--- src/rtl/spi_pin_arbiter.sv ---
module spi_pin_arbiter #(
  parameter int IDLE_LIMIT = 250_000_000
) (
  input  logic        clk,
  input  logic        rst_n,
  input  logic        wr_en,
  input  logic [15:0] wr_data,
  output logic [15:0] rd_data,
  input  logic        eng_idle,
  input  logic        eng_sck,
  input  logic        eng_cs_n,
  input  logic        eng_si,
  output logic        eng_hold,
  input  logic        ee_present,
  input  logic [3:0]  ee_size,
  output logic        sck,
  output logic        cs_n,
  output logic        si,
  input  logic        so
);
  localparam int CW = $clog2(IDLE_LIMIT + 1);
  localparam logic [CW-1:0] LAST = CW'(IDLE_LIMIT - 1);

  logic          sck_q, cs_q, si_q, req_q, gnt_q;
  logic [CW-1:0] idle_q;
  logic          pin_chg, expire, req_d;

  assign pin_chg = wr_en && (wr_data[2:0] != {si_q, cs_q, sck_q});
  assign expire  = req_q && !pin_chg && (idle_q == LAST);
  assign req_d   = expire ? 1'b0 : (wr_en ? wr_data[6] : req_q);

  always_ff @(posedge clk or negedge rst_n) begin
    if (!rst_n) begin
      sck_q  <= 1'b0;
      cs_q   <= 1'b1;
      si_q   <= 1'b0;
      req_q  <= 1'b0;
      gnt_q  <= 1'b0;
      idle_q <= '0;
    end else begin
      if (wr_en) begin
        sck_q <= wr_data[0];
        cs_q  <= wr_data[1];
        si_q  <= wr_data[2];
      end
      req_q <= req_d;
      gnt_q <= req_q && req_d && (gnt_q || eng_idle);
      if (!req_q || pin_chg || expire) idle_q <= '0;
      else                             idle_q <= idle_q + 1'b1;
    end
  end

  assign sck      = gnt_q ? sck_q : eng_sck;
  assign cs_n     = gnt_q ? cs_q  : eng_cs_n;
  assign si       = gnt_q ? si_q  : eng_si;
  assign eng_hold = req_q | gnt_q;
  assign rd_data  = {1'b0, ee_size, 2'b00, ee_present, gnt_q, req_q,
                     2'b00, so, si_q, cs_q, sck_q};
endmodule

--- config.mk ---
export PLATFORM = sky130hd
export DESIGN_NAME = spi_pin_arbiter
export DESIGN_NICKNAME = d
export VERILOG_FILES = /design/src/rtl/spi_pin_arbiter.sv
export SDC_FILE = /design/constraint.sdc
export NUM_CORES = 1
export LEC_CHECK = 0
export CAP_MARGIN = 10
export CORE_UTILIZATION = 25
export DETAILED_ROUTE_END_ITERATION = 6
export GPL_TIMING_DRIVEN = 0
export PLACE_DENSITY = 0.46
export RECOVER_POWER = 25
export SETUP_SLACK_MARGIN = 0.3
export SYNTH_ARGS = -nofsm -noshare
export SYNTH_HDL_FRONTEND = slang
export SYNTH_SLANG_ARGS = --single-unit
--- constraint.sdc ---
create_clock -name clk -period 2.75 [get_ports clk]
set_input_delay 0.6875 -clock clk [delete_from_list [all_inputs] [get_ports clk]]
set_output_delay 0.6875 -clock clk [all_outputs]
set_load 0.005 [all_outputs]
### Word-level counts from Yosys, hierarchy flattened

Cells that the tools add are included.

| storage, ports and cells | value |
|---|---|
| register bits | 33 |
| input bits | 29 |
| logic and storage cells | 26 |

| operators by class | value |
|---|---|
| add/sub/neg operators | 1 |
| equal/unequal tests | 2 |
| muxes and demuxes | 6 |
| bitwise gates (word level) | 1 |
| reductions and logical operators | 10 |

Operators by type and width:

| cell | count |
|---|---|
| $add 28x1->28 const B | 1 |
| $eq 28x28->1 const B | 1 |
| $mux 28 | 1 |
| $logic_and 1x1->1 | 5 |
| $mux 1 | 5 |
| $logic_or 1x1->1 | 3 |
| $ne 3x3->1 | 1 |
| $logic_not 1->1 | 2 |
| $or 1x1->1 | 1 |

### Logic depth before layout (Yosys ltp)

Gate-level depths: netlist of run 1.

| logic depth | value |
|---|---|
| depth after elaboration | 8 |
| gate-level depth with buffers | 6 |
| mapped depth without buffers | 5 |

### Least setup slack after synthesis of run 1

Ideal clock, no wire load.

| path | value |
|---|---|
| path kind | flip-flop to flip-flop |
| start point | register idle_q[0] |
| end point | register idle_q[24] |
| setup time | 0.087 ns |
| arrival | 2.143 ns |
| slack | 0.520 ns |
| stages on the path, launching flop included | 7 |
| path buffers | 1 |
| clock period less this slack | 2.230 ns |
| cell sequence | dfrtp_1 -> ha_1 -> nand4_4 -> or4_4 -> buf_6 -> or4_4 -> a211oi_2 |

| on the way | value |
|---|---|
| cells in the longest elaborated chain, start to end | 4 |

Ends and longest elaborated chain:

| what | line | RTL |
|---|---|---|
| start: declaration | 25 | `logic [CW-1:0] idle_q;` |
| start signal: assignment | 49 | `else idle_q <= idle_q + 1'b1;` |
| branches (longest 3 deep; another with $add 28x1->28) | - |  |
| $mux 28 (*) | 48 | `if (!req_q \|\| pin_chg \|\| expire) idle_q <= '0;` |

Mark *: on every way between the ends.
A chain may end at the register's enable or synchronous reset.

### Final worst setup path of run 1

| path | value |
|---|---|
| start point | register idle_q[0] |
| end point | register idle_q[22] |

Same word-level chain as after synthesis.

==> results.ini, run 1 <==
[global_routing]
grt_pass1_vias = 1593
antenna_found_initial = 0
grt-ovfl-total = 0
grt_start_max_net_pins = 34
grt.total_usage = 0.1191
grt_first_pass_wirelength_um = 7817

[power_and_ir_drop]
p_per_area_nw_per_um2 = 417.5
intPower_mw = 0.7898
switching_share = 0.2394
vdd_drop_max_mv = 0.1782
total_power_mw = 1.038
clockPowerShare = 0.363
switchingPower_mw = 0.2486
seqPwrFrac = 0.494
p_comb_frac = 0.143
leakagePower_nw = 0.9633

[clocking]
clkTransAtPathRegs_ns = 0.07
cts.sinks = 33
cts_buffers = 5
cts_tree = done
clk_latency_ns = 0.28
cts_buffer_depth = 2
cts_hold_buf = 0
cts_htree_levels = 2
cts-root-buf = clkbuf_8

[flow_run]
cap_violations = 0

[worst_setup_path]
cpMaxStageDelayCell = or4_4
crit_fanout = 10
path_delay_family = simple AND/OR/NAND/NOR gates
required_ns = 2.95
cp_slowest_stage_delay_ns = 0.58
crit_path_frequent_cell = or4_4
r2r_cells = 6
r2r-end = idle_q[22]$_DFF_PN0_
r2r_start = idle_q[0]$_DFF_PN0_
worstPathArrival_ns = 2.52
crit_chain = ha_2 -> nand4_4 -> or4_4 -> buf_6 -> or4_4 -> a211oi_2
crit_path_end_kind = flop
critPathBufInv = 1
r2r_setup_slack_ns = 0.43
crit_type = reg -> reg
cp-start-kind = flop

[placed_design]
placed_cell_area_um2 = 2349
dp_cells = 329
globalplace.congestion = 0.7617
hpwl_um = 3082
place_ws_ns = -0.1043
io_buffers = 24

[drt]
dr.pass1.iters = 4
routed_wl_um = 4565
drt_iter0_markers = 80
vias = 1625
ant_nets = 0
routedWlPerCell_um = 13.35
vias_per_cell = 4.751
drc = 0

[yosys]
synth_edf_count = 0
synthMuxAreaShare = 0.03429
yosys.area_share.simple = 0.2521
synth_adder_area_share = 0.006349
avgSynthCellArea_um2 = 9.903
syn_inst = 199
ys.warnings.count = 0
synth_cell_types = 39
synth_xor_area_frac = 0.08000
synth_seq_cells = 33
synth-compound-area-share = 0.1048
synthFlopType = dfrtp_1
ys_seq_area_frac = 0.4197
synth.cell_area_um2 = 1971
async_flop_share = 1.000
synth_top_family_by_area = simple AND/OR/NAND/NOR gates

[layout]
nFillCells = 821
fin_area_um2 = 2487
instances_no_fill = 342
syn_to_final_growth_pct = 26.22
diodes = 0
drive_gt1_frac = 0.2375
final_util = 0.3236
final_nets = 269

[sta]
setup_ws_ns = 0.4293
setup_viol = 0
slew_headroom = 0.4809
hold_viol = 0
rsz0062_at_grt = no
tightestPinTransition_ns = 0.7787
skew_ns = 0.004657
fmax_ghz = 0.4309
finalMaxSlewViolations = 0
fin_crit_ns = 2.321
period_share = 0.8439

[floorplanning]
dieArea_um2 = 8242
core_um2 = 7687
io_pins = 49
start_util = 0.2563
die_w_um = 90.79
rows = 32
fp.dieH_um = 90.79

[worst_hold_path]
min_path_type = in -> async

[status]
status = finished clean

## cells in the mapped netlist, types with 5 or more instances
master,instances,share of area
dfrtp_1,32,0.41
buf_4,16,0.061
nand2_1,7,0.013
mux2_2,6,0.034
a211oi_1,9,0.034
o21ai_0,7,0.018
nor3_1,19,0.048
xnor2_1,14,0.062
o31ai_1,6,0.023
inv_1,6,0.011
or3_1,5,0.016
clkbuf_1,5,0.0095
nand3_1,10,0.025
nand4_1,8,0.025
## through the flow
stage	TNS, ns	hold slack (ns)
final	0	0.4801
after global routing	0	0.5379
after CTS	0	0.5078
after detailed placement	-1.789	0.5558
after global placement	-1.617	0.5489
after floorplan	0	0.3919
## metal layers
layer	wire length, µm	global-route usage	part of all wire
met1	2202	0.1555	0.48
met2	2049	0.1894	0.45
met3	234	0.03199	0.051
met4	78	0.04101	0.017
met5	0	0	0
## timing repair
action                                  4_1_cts  5_1_grt
buffers inserted                              4        1
resized for setup                             4        6
pin swaps                                     1        0
endpoints found under the setup margin       31       21
gates cloned                                  0        0
hold endpoints to repair                      0        0
## power by group through the flow
stage	clock network, mW	registers, mW	logic (mW)
floorplan	0	0.519	0.0770
global placement	0	0.524	0.151
detailed placement	0	0.524	0.150
CTS	0.393	0.515	0.147
global route	0.415	0.516	0.165
finish	0.377	0.513	0.148
## cell usage in the layout (no fill, tap or decap), types with 2 or more instances in the layout
cell,count
dfrtp_1,31
dlygate4sd2_1,3
xnor2_1,14
buf_2,4
or2_2,3
o21ai_0,7
clkbuf_2,2
nand3_1,10
or4_4,4
conb_1,5
nor4b_1,2
xor2_1,4
or3_1,5
and3_1,2
a21oi_1,2
inv_1,6
nand2_1,7
or4_1,4
a211oi_2,2
o31ai_1,6
clkdlybuf4s50_1,20
nand4_1,8
buf_6,2
nor3b_1,2
clkbuf_8,6
nor3_1,19
nor2_1,4
a211oi_1,9
clkbuf_1,5
mux2_2,6
nor4_1,3
buf_4,21
## cell type report
| class | count | area, µm² | area share |
|---|---|---|---|
| Multi-Input combinational cell | 138 | 970.9 | 0.3903 |
| Sequential cell | 33 | 828.3 | 0.3330 |
| Timing Repair Buffer | 29 | 269.0 | 0.1081 |
| Buffer | 26 | 178.9 | 0.07193 |
| Tap cell | 102 | 127.6 | 0.05131 |
| Clock buffer | 8 | 90.09 | 0.03622 |
| Inverter | 6 | 22.52 | 0.009054 |
## worst reg2reg max path, cell delays in order (launching register included)
cell	delay, ns
dfrtp_2	0.41
ha_2	0.24
nand4_4	0.16
or4_4	0.58
buf_6	0.16
or4_4	0.48
a211oi_2	0.22
## sequential cells by signal (all words and copies together) (netlist names)
name and count:
sck_q 1, gnt_q 1, req_q 1, si_q 1, cs_q 1, idle_q 28
## how the worst max path moves through the flow
stage,startpoint,end,slack [ns],cells past startpoint
4_1_cts,idle_q[0]$_DFF_PN0_,idle_q[22]$_DFF_PN0_,0.31,6
5_1_grt,idle_q[0]$_DFF_PN0_,idle_q[24]$_DFF_PN0_,0.31,6
3_5_place_dp,idle_q[0]$_DFF_PN0_,idle_q[23]$_DFF_PN0_,-0.10,6
2_1_floorplan,idle_q[0]$_DFF_PN0_,idle_q[24]$_DFF_PN0_,0.52,6
6_report,idle_q[0]$_DFF_PN0_,idle_q[22]$_DFF_PN0_,0.43,6
3_3_place_gp,idle_q[0]$_DFF_PN0_,idle_q[3]$_DFF_PN0_,-0.09,6
## cells by family after synthesis
kind of cell               after synthesis
AOI/OAI and AO/OA                       29
xor gates and xnor gates                18
and+or+nand+nor                         79
adders and majority gates                1
muxes                                    6
DFF                                     33
other                                    1
buffers and inverters                   32
Power figures use the tool's default switching activity.
==> inputs of run 2 (changes only) <==
clock period = 2.4 ns   (was 2.75 ns; I/O delays follow)
==> run 2 against run 1 <==
Compared with the run above: sequential power rose by 15%; cell area increased by 11%; hold slack worse by 0.088 ns; via count rose by 3.6%; critical endpoint is now idle_q[24]$_DFF_PN0_; critical path type unchanged; largest cell class unchanged; routed wire length rose by 9.5%; worst setup slack lost 0.10 ns; register-to-register slack lost 0.10 ns; cell count is 5.3% higher.
==> results.ini, run 2 (synthesized netlist as in run 1, its figures left out) <==
[layout]
instances_no_fill = 360
final_nets = 287
final_util = 0.3590
final_cell_mix = buf_4 (38), nor3_1 (19), dfrtp_1 (19), clkdlybuf4s50_1 (19), xnor2_1 (14)
diodes = 0
nFillCells = 795
multiInputGateArea_um2 = 1032
final_common_cell = buf_4
drive_gt1_frac = 0.3760
top_register = idle_q
largest_reg_flops = 28
syn_to_final_growth_pct = 40.06
regArea_um2 = 843.3

[worst_setup_path]
cp-start-kind = flop
cp_slowest_stage_delay_ns = 0.47
crit_path_frequent_cell = or4_4
worstPathArrival_ns = 2.28
crit_fanout = 6
r2r_setup_slack_ns = 0.33
crit_path_end_kind = flop
r2r_cells = 6
crit_chain = ha_4 -> nand4_4 -> or4_4 -> buf_8 -> or4_4 -> a211oi_2
crit_type = reg -> reg
cpMaxStageDelayCell = or4_4
r2r_start = idle_q[0]$_DFF_PN0_
r2r-end = idle_q[24]$_DFF_PN0_
required_ns = 2.61

[sta]
fin_crit_ns = 2.074
slew_headroom = 0.4706
finalMaxSlewViolations = 0
hold_viol = 0
setup_viol = 0
hold_slack_ns = 0.3920
fmax_ghz = 0.4822
rsz0062_at_grt = yes
skew_ns = 0.004258
period_share = 0.8641
tightestPinTransition_ns = 0.7940

[global_routing]
antenna_found_initial = 0
grt_first_pass_wirelength_um = 8452
grt_pass1_vias = 1664
grt_start_max_net_pins = 34
grt-ovfl-total = 0
grt.total_usage = 0.1301

[power_and_ir_drop]
leakagePower_nw = 1.070
p_comb_frac = 0.156
intPower_mw = 0.9502
switching_share = 0.2478
p_per_area_nw_per_um2 = 457.7
switchingPower_mw = 0.3131
seqPwrFrac = 0.466
total_power_mw = 1.263
clockPowerShare = 0.378
vdd_drop_max_mv = 0.2051

[drt]
drc = 0
routedWlPerCell_um = 13.89
dr.pass1.iters = 4
routed_wl_um = 4999
vias = 1683
vias_per_cell = 4.675
ant_nets = 0
drt_iter0_markers = 39

[clocking]
clkTransAtPathRegs_ns = 0.07
cts-root-buf = clkbuf_8
cts_htree_levels = 2
cts_hold_buf = 0
cts_buffers = 5
clk_latency_ns = 0.29
cts_buffer_depth = 2
cts.sinks = 33
cts_tree = done

[flow_run]
cap_violations = 0

[floorplanning]
dieArea_um2 = 8242
die_w_um = 90.79
io_pins = 49
rows = 32
core_um2 = 7687
start_util = 0.2563
fp.dieH_um = 90.79

[placed_design]
hpwl_um = 3150
globalplace.congestion = 0.7423
io_buffers = 24
dp_cells = 329

[status]
status = finished clean

[worst_hold_path]
min_path_type = in -> async

run 2: cell types whose count changed in the layout (fill, tap and decap cells not counted), moves of 2 or more:
cell,previous run,this run
a211oi_1,9,5
a211oi_2,2,6
buf_4,21,38
buf_8,0,2
clkbuf_1,5,2
clkbuf_8,6,8
clkdlybuf4s15_1,0,3
dfrtp_1,31,19
dfrtp_2,1,13
dlygate4sd2_1,3,0
run 2: power groups by stage:
| stage | Sequential (mW) | Combinational [mW] | Clock, mW |
|---|---|---|---|
| 4_1_cts | 0.590 | 0.194 | 0.495 |
| 3_3_place_gp | 0.602 | 0.175 | 0 |
| 5_1_grt | 0.592 | 0.219 | 0.519 |
| 6_report | 0.588 | 0.198 | 0.477 |
| 3_5_place_dp | 0.602 | 0.174 | 0 |
| 2_1_floorplan | 0.596 | 0.0895 | 0 |
run 2: per-layer routing:
metal,up-vias,share of wire,GRT usage,wire length (µm)
met5,-,0,0,0
met4,0,0.014,0.04762,72
met3,8,0.039,0.02946,195
met2,31,0.47,0.2077,2367
met1,817,0.47,0.1715,2363
li1,827,-,-,-
run 2: worst max path at each step:
stage          slack (ns)           startpoint              endpoint  cells after the start
4_1_cts              0.30  idle_q[9]$_DFF_PN0_  idle_q[23]$_DFF_PN0_                      5
6_report             0.33  idle_q[0]$_DFF_PN0_  idle_q[24]$_DFF_PN0_                      6
3_5_place_dp        -0.25           wr_data[2]   idle_q[4]$_DFF_PN0_                      7
2_1_floorplan        0.35  idle_q[0]$_DFF_PN0_  idle_q[24]$_DFF_PN0_                      6
5_1_grt              0.26  idle_q[0]$_DFF_PN0_  idle_q[24]$_DFF_PN0_                      6
3_3_place_gp        -0.24           wr_data[2]   idle_q[3]$_DFF_PN0_                      7
run 2: layout make-up:
cell class / instances / share of cell area
tap: 102 / 0.04624
sequential: 33 / 0.3055
clock buffer: 7 / 0.03490
timing repair buffer: 47 / 0.1541
inverter: 6 / 0.008160
multi-input combinational: 138 / 0.3740
buffer: 26 / 0.07525
clock inverter: 1 / 0.001813
run 2: stage by stage:
step	setup TNS [ns]	setup slack (ns)	cell area, µm²
finish	0	0.3262	2760
global route	0	0.2643	2760
CTS	0	0.2956	2604
detailed placement	-4.224	-0.2503	2370
global placement	-7.822	-0.2386	2375
floorplan	0	0.3520	2007
run 2: repair_timing:
action                     CTS  global route
gates resized for setup     22            22
buffers inserted            12            10
setup endpoints to repair   33            25
cloned                       0             1
pin swaps                    3             4
run 2: worst max-delay path, delay by kind of cell (launching register included):
kind                       cells  cell delay (ns)
AOI/OAI and AO/OA              1             0.21
adders and majority gates      1             0.16
buffers and inverters          1             0.15
DFF                            1             0.42
and+or+nand+nor                3             1.06
==> inputs of run 3 (changes only) <==
CAP_MARGIN = 20   (was 10)
CTS_CLUSTER_DIAMETER = 120   (was unset)
==> results of run 3 <==
Final layout, timing and power as in run 2 (identical DEF).
